[src/rtl/ook_tx_pkg.sv]
package ook_tx_pkg;

  typedef enum logic [2:0] {
    PH_IDLE,
    PH_TRAIN,
    PH_SYNC,
    PH_DATA,
    PH_PAUSE
  } phase_e;

  // Length code from the top bits of byte 0: 4 << code bytes.
  function automatic int unsigned frame_bytes(input logic [1:0] code);
    return 32'd4 << code;
  endfunction

  // Half-period of one data bit in ticks.
  function automatic int unsigned bit_ticks(input logic b,
                                            input int unsigned zero_t,
                                            input int unsigned one_t);
    return b ? one_t : zero_t;
  endfunction

endpackage

[src/rtl/ook_frame_buf.sv]
module ook_frame_buf #(
  parameter int unsigned BYTES = 32,
  localparam int unsigned AW = $clog2(BYTES)
) (
  input  logic          clk,
  input  logic          rst_n,
  input  logic          lock_i,
  input  logic          wr_en_i,
  input  logic [AW-1:0] wr_addr_i,
  input  logic [7:0]    wr_data_i,
  input  logic [AW-1:0] rd_addr_i,
  output logic [7:0]    rd_data_o,
  output logic [1:0]    len_code_o
);

  logic [7:0] mem [BYTES];
  logic       wr_fire;

  assign wr_fire = wr_en_i && !lock_i;

  always_ff @(posedge clk or negedge rst_n) begin
    if (!rst_n) begin
      for (int i = 0; i < int'(BYTES); i++) mem[i] <= 8'h00;
    end else if (wr_fire) begin
      mem[wr_addr_i] <= wr_data_i;
    end
  end

  assign rd_data_o  = mem[rd_addr_i];
  assign len_code_o = mem[0][7:6];

  // a write during a burst leaves the addressed byte untouched
  p_locked_hold_r10: assert property (@(posedge clk) disable iff (!rst_n)
    (lock_i && wr_en_i) |=> (mem[$past(wr_addr_i)] == $past(mem[wr_addr_i])));

endmodule

[src/rtl/ook_seg_timer.sv]
module ook_seg_timer #(
  parameter int unsigned DUR_W = 16
) (
  input  logic             clk,
  input  logic             rst_n,
  input  logic             run_i,
  input  logic             restart_i,
  input  logic             tick_i,
  input  logic [DUR_W-1:0] dur_i,
  output logic             seg_end_o
);

  logic [DUR_W-1:0] cnt;

  assign seg_end_o = run_i && tick_i && (cnt == dur_i - DUR_W'(1));

  always_ff @(posedge clk or negedge rst_n) begin
    if (!rst_n)                                  cnt <= '0;
    else if (restart_i || seg_end_o || !run_i)   cnt <= '0;
    else if (tick_i)                             cnt <= cnt + DUR_W'(1);
  end

  // the count never passes the length of the running segment
  p_cnt_in_range_r11: assert property (@(posedge clk) disable iff (!rst_n)
    run_i |-> (cnt < dur_i));

  // without a tick the segment cannot end
  p_no_end_without_tick_r11: assert property (@(posedge clk) disable iff (!rst_n)
    !tick_i |-> !seg_end_o);

endmodule

[src/rtl/ook_frame_seq.sv]
module ook_frame_seq
  import ook_tx_pkg::*;
#(
  parameter int unsigned TRAIN_CYCLES     = 20,
  parameter int unsigned TRAIN_HALF_TICKS = 200,
  parameter int unsigned SYNC_TICKS       = 2000,
  parameter int unsigned ZERO_TICKS       = 300,
  parameter int unsigned ONE_TICKS        = 500,
  parameter int unsigned PAUSE_TICKS      = 5000,
  parameter int unsigned DEFAULT_REPEATS  = 3,
  parameter int unsigned REP_W            = 4,
  parameter int unsigned DUR_W            = 16,
  parameter int unsigned AW               = 5
) (
  input  logic             clk,
  input  logic             rst_n,
  input  logic             start_i,
  input  logic [REP_W-1:0] rep_cnt_i,
  input  logic [1:0]       len_code_i,
  input  logic [7:0]       cur_byte_i,
  input  logic             seg_end_i,
  output logic [AW-1:0]    rd_addr_o,
  output logic [DUR_W-1:0] dur_o,
  output logic             run_o,
  output logic             restart_o,
  output logic             line_o,
  output logic             done_o
);

  localparam int unsigned TW = $clog2(TRAIN_CYCLES + 1);
  localparam logic [TW-1:0] TRAIN_LAST = TW'(TRAIN_CYCLES - 1);

  phase_e           phase;
  logic             low_half;
  logic [TW-1:0]    train_idx;
  logic [AW-1:0]    byte_idx;
  logic [2:0]       bit_idx;
  logic [REP_W-1:0] reps_left;
  logic [1:0]       len_code;

  logic             start_ok;
  logic             cur_bit;
  logic [AW-1:0]    last_byte;

  assign start_ok  = start_i && (phase == PH_IDLE);
  assign cur_bit   = cur_byte_i[3'd7 - bit_idx];
  assign last_byte = AW'(frame_bytes(len_code) - 1);
  assign rd_addr_o = byte_idx;
  assign run_o     = (phase != PH_IDLE);
  assign restart_o = start_ok;
  assign line_o    = (phase == PH_TRAIN || phase == PH_SYNC || phase == PH_DATA) && !low_half;

  always_comb begin
    case (phase)
      PH_TRAIN: dur_o = DUR_W'(TRAIN_HALF_TICKS);
      PH_SYNC:  dur_o = DUR_W'(SYNC_TICKS);
      PH_DATA:  dur_o = DUR_W'(bit_ticks(cur_bit, ZERO_TICKS, ONE_TICKS));
      PH_PAUSE: dur_o = DUR_W'(PAUSE_TICKS);
      default:  dur_o = DUR_W'(1);
    endcase
  end

  always_ff @(posedge clk or negedge rst_n) begin
    if (!rst_n) begin
      phase     <= PH_IDLE;
      low_half  <= 1'b0;
      train_idx <= '0;
      byte_idx  <= '0;
      bit_idx   <= '0;
      reps_left <= '0;
      len_code  <= '0;
      done_o    <= 1'b0;
    end else begin
      done_o <= 1'b0;
      if (start_ok) begin
        phase     <= PH_TRAIN;
        low_half  <= 1'b0;
        train_idx <= '0;
        byte_idx  <= '0;
        bit_idx   <= '0;
        len_code  <= len_code_i;
        reps_left <= (rep_cnt_i == '0) ? REP_W'(DEFAULT_REPEATS) : rep_cnt_i;
      end else if (seg_end_i) begin
        low_half <= ~low_half;
        case (phase)
          PH_TRAIN: if (low_half) begin
            if (train_idx == TRAIN_LAST) begin
              train_idx <= '0;
              phase     <= PH_SYNC;
            end else begin
              train_idx <= train_idx + TW'(1);
            end
          end
          PH_SYNC: if (low_half) phase <= PH_DATA;
          PH_DATA: if (low_half) begin
            bit_idx <= bit_idx + 3'd1;
            if (bit_idx == 3'd7) begin
              if (byte_idx == last_byte) begin
                byte_idx <= '0;
                phase    <= PH_PAUSE;
              end else begin
                byte_idx <= byte_idx + AW'(1);
              end
            end
          end
          PH_PAUSE: begin
            low_half <= 1'b0;
            if (reps_left == REP_W'(1)) begin
              phase  <= PH_IDLE;
              done_o <= 1'b1;
            end else begin
              reps_left <= reps_left - REP_W'(1);
              phase     <= PH_TRAIN;
            end
          end
          default: ;
        endcase
      end
    end
  end

  // a start while busy leaves the burst settings alone
  p_start_ignored_r9: assert property (@(posedge clk) disable iff (!rst_n)
    (phase != PH_IDLE && start_i && !seg_end_i) |=>
      (reps_left == $past(reps_left) && len_code == $past(len_code)));

  // done lasts exactly one cycle
  p_done_single_r8: assert property (@(posedge clk) disable iff (!rst_n)
    done_o |=> !done_o);

  // done only when the final pause has just ended
  p_done_after_pause_r8: assert property (@(posedge clk) disable iff (!rst_n)
    done_o |-> (phase == PH_IDLE && $past(phase) == PH_PAUSE));

  // the byte pointer stays inside the selected frame length
  p_frame_bound_r2: assert property (@(posedge clk) disable iff (!rst_n)
    (phase == PH_DATA) |-> (byte_idx <= last_byte));

endmodule

[src/rtl/ook_burst_tx.sv]
module ook_burst_tx
  import ook_tx_pkg::*;
#(
  parameter int unsigned TRAIN_CYCLES     = 20,
  parameter int unsigned TRAIN_HALF_TICKS = 200,
  parameter int unsigned SYNC_TICKS       = 2000,
  parameter int unsigned ZERO_TICKS       = 300,
  parameter int unsigned ONE_TICKS        = 500,
  parameter int unsigned PAUSE_TICKS      = 5000,
  parameter int unsigned DEFAULT_REPEATS  = 3,
  parameter int unsigned REP_W            = 4,
  parameter int unsigned DUR_W            = 16
) (
  input  logic             clk,
  input  logic             rst_n,
  input  logic             tick_i,
  input  logic             wr_en_i,
  input  logic [4:0]       wr_addr_i,
  input  logic [7:0]       wr_data_i,
  input  logic             start_i,
  input  logic [REP_W-1:0] rep_cnt_i,
  output logic             line_o,
  output logic             busy_o,
  output logic             done_o
);

  localparam int unsigned BUF_BYTES = frame_bytes(2'b11);
  localparam int unsigned AW        = $clog2(BUF_BYTES);

  logic [AW-1:0]    rd_addr;
  logic [7:0]       cur_byte;
  logic [1:0]       len_code;
  logic [DUR_W-1:0] seg_dur;
  logic             seg_run;
  logic             seg_restart;
  logic             seg_end;

  ook_frame_buf #(.BYTES(BUF_BYTES)) u_buf (
    .clk        (clk),
    .rst_n      (rst_n),
    .lock_i     (seg_run),
    .wr_en_i    (wr_en_i),
    .wr_addr_i  (wr_addr_i),
    .wr_data_i  (wr_data_i),
    .rd_addr_i  (rd_addr),
    .rd_data_o  (cur_byte),
    .len_code_o (len_code)
  );

  ook_seg_timer #(.DUR_W(DUR_W)) u_timer (
    .clk       (clk),
    .rst_n     (rst_n),
    .run_i     (seg_run),
    .restart_i (seg_restart),
    .tick_i    (tick_i),
    .dur_i     (seg_dur),
    .seg_end_o (seg_end)
  );

  ook_frame_seq #(
    .TRAIN_CYCLES     (TRAIN_CYCLES),
    .TRAIN_HALF_TICKS (TRAIN_HALF_TICKS),
    .SYNC_TICKS       (SYNC_TICKS),
    .ZERO_TICKS       (ZERO_TICKS),
    .ONE_TICKS        (ONE_TICKS),
    .PAUSE_TICKS      (PAUSE_TICKS),
    .DEFAULT_REPEATS  (DEFAULT_REPEATS),
    .REP_W            (REP_W),
    .DUR_W            (DUR_W),
    .AW               (AW)
  ) u_seq (
    .clk        (clk),
    .rst_n      (rst_n),
    .start_i    (start_i),
    .rep_cnt_i  (rep_cnt_i),
    .len_code_i (len_code),
    .cur_byte_i (cur_byte),
    .seg_end_i  (seg_end),
    .rd_addr_o  (rd_addr),
    .dur_o      (seg_dur),
    .run_o      (seg_run),
    .restart_o  (seg_restart),
    .line_o     (line_o),
    .done_o     (done_o)
  );

  assign busy_o = seg_run;

  // during a burst the line only moves after a tick
  p_line_on_tick_r11: assert property (@(posedge clk) disable iff (!rst_n)
    (busy_o && $past(busy_o) && (line_o != $past(line_o))) |-> $past(tick_i));

  // done coincides with the fall of busy
  p_done_ends_busy_r8: assert property (@(posedge clk) disable iff (!rst_n)
    done_o |-> (!busy_o && $past(busy_o)));

endmodule

[config.mk]
export PLATFORM = sky130hd
export DESIGN_NAME = ook_burst_tx
export DESIGN_NICKNAME = d
export VERILOG_FILES = /design/src/rtl/ook_tx_pkg.sv /design/src/rtl/ook_frame_buf.sv /design/src/rtl/ook_seg_timer.sv /design/src/rtl/ook_frame_seq.sv /design/src/rtl/ook_burst_tx.sv
export SDC_FILE = /design/constraint.sdc
export NUM_CORES = 1
export LEC_CHECK = 0
export CORE_MARGIN = 4
export CORE_UTILIZATION = 57
export DETAILED_ROUTE_END_ITERATION = 6
export GPL_TIMING_DRIVEN = 0
export HOLD_SLACK_MARGIN = 0.08
export PLACE_DENSITY_LB_ADDON = 0.15
export SETUP_SLACK_MARGIN = 0.5
export SLEW_MARGIN = 5
export SYNTH_ARGS = -nofsm -noshare
export SYNTH_HDL_FRONTEND = slang
export SYNTH_SLANG_ARGS = --single-unit
export TNS_END_PERCENT = 30
[constraint.sdc]
create_clock -name clk -period 3.3 [get_ports clk]
set_input_delay 0.66 -clock clk [delete_from_list [all_inputs] [get_ports clk]]
set_output_delay 0.66 -clock clk [all_outputs]
set_load 0.02 [all_outputs]
==> Word level (Yosys, flattened, before mapping) <==
Index checks and enable logic that the tools add are counted.
{ "classes": {"n_reduce_logical": 28, "n_shift": 1, "n_eq_ne": 16, "n_bitwise": 3, "muxes": 49, "add_sub_neg": 8, "magnitude_cmp": 4} }
{ "op_table": {"columns": ["op", "count"], "rows": [
  ["$bwmux 256", 1],
  ["$pmux 16 s4", 1],
  ["$mux 5", 11],
  ["$bmux 8 s5", 1],
  ["$demux 8 s5", 1],
  ["$mux 3", 12],
  ["$mux 16", 2],
  ["$mux 8", 4],
  ["$mux 4", 5],
  ["$add 16x1->16 const B", 1],
  ["$eq 16x16->1", 1],
  ["$sub 16x1->16 const B", 1],
  ["$reduce_bool 2->1", 7],
  ["$ge 6x6->1 const B", 2],
  ["$not 5->6", 2],
  ["$pmux 3 s4", 1],
  ["$add 5x1->5 const B", 2],
  ["$mux 1", 9],
  ["$ne 3x2->1 const B", 3],
  ["$ne 3x3->1 const B", 3],
  ["$reduce_and 3->1", 3],
  ["$reduce_and 8->1", 1],
  ["$eq 3x2->1 const B", 2],
  ["$eq 3x3->1 const B", 2],
  ["22 further kinds", 31]
]} }
{ "word_totals": {"output_inout_bits": 3, "reg_bits": 296, "inputBits": 22} }

==> Logic depth before layout (Yosys ltp) <==
{ "depth": {"depth_word": 14, "depth_mapped": 15} }

==> Cells and area by module <==
Synthesis repeated with hierarchy kept, for this count alone.
{ "hier_totals": {"cells_unflattened": 1075, "hier_area_um2": 14916.8} }
{ "modules_own_cells": {"columns": ["mod", "n_inst", "seq_area_each_um2", "area_per_inst_um2", "cells_each"], "rows": [
  ["ook_frame_buf", 1, 6406.1, 11687.5, 702],
  ["ook_frame_seq", 1, 600.6, 1646.6, 193],
  ["ook_seg_timer", 1, 400.4, 1582.8, 180]
]} }

==> Worst setup path before layout <==
No wires, ideal clock.
{ "synth_timing": {"path_kind": "reg-to-reg", "from": "register u_seq.byte_idx[0], in the netlist u_seq.rd_addr_o[0]", "to": "register u_seq.byte_idx[0], in the netlist u_seq.rd_addr_o[0]", "path_slack_ns": -0.256, "stages_incl_launch_ff": 14, "setup_time_ns": 0.078, "arrival_ns": 3.478, "path_buffers": 3, "cell_sequence": "dfrtp_1 > buf_4 > buf_2 > mux4_2 > a22oi_1 > a21oi_1 > nand4b_1 > o22a_1 > nand2_2 > a311oi_1 > or4b_4 > buf_6 > or4_1 > a21oi_1"} }
{ "synth_between": {"elab_chain_len": 13, "elab_cells_between_ends": 21, "cone_classes": "2 x add/sub; 2 x eq/ne; 13 x mux; 1 x bitwise; 3 x reduce/logical"} }
{ "synth_lines": {"columns": ["element", "line", "rtl"], "rows": [
  ["start, declared", "ook_frame_seq.sv:36", "logic [AW-1:0] byte_idx;"],
  ["start signal, assigned", "ook_frame_seq.sv:102", "byte_idx <= byte_idx + AW'(1);"],
  ["$not 5->6 (implied by the code)", "ook_frame_buf.sv:29", "assign rd_data_o = mem[rd_addr_i];"],
  ["$bmux 8 s5", "ook_frame_buf.sv:29", null],
  ["$mux 8 (implied by the code) (2 in series)", "ook_frame_buf.sv:29", null],
  ["$bmux 1 s3", "ook_frame_seq.sv:46", "assign cur_bit = cur_byte_i[3'd7 - bit_idx];"],
  ["$mux 1 (implied by the code)", "ook_frame_seq.sv:46", null],
  ["$mux 8", "ook_tx_pkg.sv:20", "return b ? one_t : zero_t;"],
  ["$pmux 16 s4", "ook_frame_seq.sv:54", "case (phase)"],
  ["$sub 16x1->16", "ook_seg_timer.sv:15", "assign seg_end_o = run_i && tick_i && (cnt == dur_i - DUR_W'(1));"],
  ["$eq 16x16->1", "ook_seg_timer.sv:15", null],
  ["$logic_and 1x1->1", "ook_seg_timer.sv:15", null],
  ["$reduce_bool 2->1 (no line)", null, null],
  ["$reduce_and 4->1 (no line)", null, null]
]} }
Parallel ways exist; a longest one is shown, timed or not. The select of a mux whose other input is x is not followed.
A chain may end at the register's enable or synchronous reset.

==> Worst setup path after layout <==
Ends and elaborated chain as after synthesis.

==> qor_table.md <==
| Item | Reported |
|---|---|
| CTS Buffer Depth | 3 |
| Placed wire-length estimate | 27300 um |
| Effective utilization at floorplan | 58.1% |
| # H-tree levels | 1 |
| F_max | 0.253 GHz |
| Largest fanout of any net on the critical path | 5 |
| Syn Std Cell Area | 0.0147 sq mm |
| Leakage | 7.66 nW |
| DRC marker count from the first detailed-route iteration | 998 |
| First drt pass iteration count | 6 |
| Share of final-layout standard cells stronger than drive strength 1 | 38.9% |
| Global-route wire length before repair | 63200 um |
| Final wirelength | 40800 um |
| Post-synthesis share of cell area spent on and, or, nand and nor gates | 9.23% |
| Antenna violation net count after detailed routing | 0 |
| Final count of pins violating max slew | 0 |
| Setup repair after global routing missed its margin | true |
| Cell with the most instances after synthesis | dfrtp_1 |
| Clk sinks | 296 |
| Crit path top cell by count | buf_6 |
| Clk Tree Root Cell | clkbuf_16 |
| Slew of the pin with the lowest slew margin | 0.956 ns |
| Number of flip-flops and latches in the synthesized netlist | 296 |
| Final Hold Vio Count | 0 |
| Number of DRC violations after detailed routing | 0 |
| Horiz. Die Dim | 168 um |
| Dominant cells by area after synthesis | dfrtp_1 (51%), mux2_2 (20%), mux4_2 (7.1%), mux2i_1 (3.5%), nor2_1 (1.7%) |
| Proportion of synthesized chip area in sequential cells | 50.5% |
| Final std cells w/o fill | 1594 |
| Fraction of the mapped netlist area in adder cells | 0.597% |
| Clock slew seen by the registers of the worst setup and hold paths | 0.06 ns |
| TritonCTS clock tree | done |
| Tot Pwr | 10.5 mW |
| Final TNS setup | -13.19 ns |
| Average wire per cell in the routed design | 25.6 um |
| Worst-path cell with the longest stage delay | or4b_4 |
| Maximum number of pins on one net before global-route repair | 112 |
| Clock latency reported for the late side of the worst-skew pair | 0.59 ns |
| Cell Int Power | 7.62 mW |
| # nets final | 1271 |
| Global route total overflow | 0 |
| Proportion of synthesized flip-flops having asynchronous set or reset | 100% |
| Reg power frac | 45.1% |
| Count of standard-cell rows | 58 |
| CTS hold repair buffers | 0 |
| Largest family of logic cells by synthesized area | multiplexers |
| Multiplexer fraction of the synthesized cell area | 30.4% |
| Combinational fraction of design power | 20.7% |
| GRT Total Usage | 29.1% |
| Yosys cell types | 65 |
| P&R area growth vs syn | 17.8% |
| Most area-hungry cell type in the Yosys netlist | dfrtp_1 |
| Proportion of power drawn by the clock network | 34.2% |
| Number of enable-type register cells in the synthesized netlist | 0 |
| Most common flop cell mapped by yosys | dfrtp_1 |
| Post-layout min period | 3.95 ns |
| Setup CP Type | flop to flop |
| Filler cell count in the final layout | 1819 |
| Area of the core | 0.0253 sq mm |
| Cell total after placement | 1505 |
| Number of violations of the max-capacitance limit | 0 |
| GP Congestion | 0.944 |
| Average cell area after synthesis | 12.8 sq um |
| Capturing element type of the critical path | flop |
| Result of the run | complete, but fails checks |
| Number of buffers created by CTS | 31 |
| Utilization of the core after routing | 68.4% |
| VDD IR max | 491 uV |
| Die Footprint | 0.0284 sq mm |
| Num ports | 25 |
| Switching pwr | 2.89 mW |
| Count of yosys warnings during synthesis | 0 |
| Crit-path leading delay family | simple AND/OR/NAND/NOR gates |
| Period utilisation layout | 120% |
| Crit-path max cell delay | 0.58 ns |
| Ant diodes | 0 |
| Via count normalized by instance count | 6.43 |
| Synthesized-area fraction occupied by ao, oa, aoi and oai cells | 5.37% |
| Count of buffering cells on the critical path with inverters included | 4 |
| Power density cells | 608 mW/mm^2 |
| Critical Path Start Type | flop |
| Worst-case setup margin in the final layout | -0.646 ns |
| Final setup violation count | 38 |
| Share of total power consumed by net switching | 27.5% |
| Hold Crit Class | input pin to async pin |
| Worst hold slack after final layout | 0.0690 ns |
| Top cells by count, synth | dfrtp_1 (296), mux2_2 (259), nor2_1 (67), nand2_1 (66), clkbuf_1 (58) |
| Share of the synthesized netlist area taken by xor and xnor gates | 1.13% |
| Final clock skew | 0.0189 ns |
| Slew headroom | 36.2% |
| Share of the synthesized area in the top cell type | 50.5% |
| Failing checks | negative setup slack |
| Initial antenna violation count | 2 |
| Floorplan die height | 168 um |
| Post-Synthesis Cells | 1149 |
| Number of port buffers | 23 |
| Req. time, crit path | 3.79 ns |
| Cells along the critical path | buf_6 > buf_12 > buf_16 > mux4_2 > a22oi_1 > a21o_1 > o21ai_1 > o22a_2 > nand2_2 > a221oi_4 > or4b_4 > buf_6 > or4_1 > a21oi_1 |
| Vias in the first global route | 10300 |
| Arrival time of the worst setup path | 4.44 ns |
| Total vias in the final route | 10200 |
| Syn_nets | 1178 |
[path summary, 6_finish.rpt]
path                                    start                 end  slack (ns)  cells after the start
min                                     rst_n      u_buf.mem[162]        0.07                      1
max                        u_seq.rd_addr_o[0]  u_seq.rd_addr_o[0]       -0.65                     14
max reg2reg                u_seq.rd_addr_o[0]  u_seq.rd_addr_o[0]       -0.65                     14
min in group clk                u_buf.mem[76]       u_buf.mem[76]        0.50                      1
min reg2reg                     u_buf.mem[76]       u_buf.mem[76]        0.50                      1
max in group asynchronous               rst_n      u_buf.mem[150]        2.26                      2
[routing by layer]
metal	up-vias	share of wire (%)	GRT usage, %
met2	386	46	45.0
met3	111	7.5	6.18
met5	-	0.029	0
li1	4430	-	-
met1	5314	42	41.5
met4	2	4.2	9.99
[through the flow]
| step | instance area, sq um | setup slack [ns] |
|---|---|---|
| 5_1_grt | 17300 | -0.722 |
| 2_1_floorplan | 14700 | -0.136 |
| 3_3_place_gp | 15400 | -11.30 |
| 3_5_place_dp | 15500 | -1.22 |
| 4_1_cts | 17100 | -0.548 |
| 6_report | 17300 | -0.646 |
[logic make-up (layout without fill, tap and decap cells)]
group / count (synthesis) / after routing
compound gates: 115 / 115
simple gates: 266 / 266
mux: 356 / 356
buf+inv: 90 / 205
flops: 296 / 296
fa+ha+maj: 7 / 7
xor+xnor: 19 / 19
[layout make-up]
class                      count  area, sq um  area share (%)
buffer                        79          519            3.01
clock buffer                  44          935            5.41
clock inverter                11          120           0.695
inverter                      11         41.3           0.239
multi-input combinational    763         7210            41.7
sequential                   296         7410            42.9
tap                          330          413            2.39
timing repair buffer          60          634            3.67
[power groups by stage]
stage | Sequential, mW | Clock (mW) | Combinational, mW
global route | 4.82 | 3.80 | 2.37
finish | 4.74 | 3.59 | 2.18
floorplan | 4.66 | 0 | 1.41
detailed placement | 4.79 | 0 | 1.89
CTS | 4.73 | 3.63 | 2.07
global placement | 4.77 | 0 | 1.82
[state kept, by name, summed over array words and instances, names as in the netlist]
signal,cells
u_seq.rd_addr_o,5
u_seq.train_idx,5
u_seq.bit_idx,3
u_seq.reps_left,4
u_timer.cnt,16
u_buf.mem,254
u_seq.low_half,1
u_seq.len_code,2
u_seq.done_o,1
u_buf.len_code_o,2
u_seq.phase,3
[cell usage in the layout, fill, tap and decap left out, drive strengths merged, types with 7 or more instances in the layout]
| master | synthesis | routed |
|---|---|---|
| clkbuf | 58 | 98 |
| ha | 7 | 7 |
| nor2b | 22 | 22 |
| and2 | 8 | 8 |
| inv | 10 | 11 |
| clkdlybuf4s50 | 0 | 20 |
| nor2 | 67 | 67 |
| nand3 | 20 | 20 |
| xor2 | 11 | 11 |
| mux2i | 51 | 51 |
| nor3 | 21 | 21 |
| o21ai | 18 | 18 |
| dfrtp | 296 | 296 |
| nand4 | 8 | 8 |
| nand4b | 8 | 8 |
| xnor2 | 8 | 8 |
| a22oi | 26 | 26 |
| clkinv | 1 | 9 |
| nand2 | 67 | 67 |
| a21oi | 26 | 26 |
| mux4 | 46 | 46 |
| buf | 21 | 63 |
| nand3b | 8 | 8 |
| mux2 | 259 | 259 |
[timing repair]
action,CTS,global route
endpoints found under the setup margin,296,190
hold endpoints to repair,0,0
pin swaps,16,7
setup buffers,23,8
resized for setup,102,31
gates cloned,3,0
No activity file was read; power rests on OpenSTA's default activity.
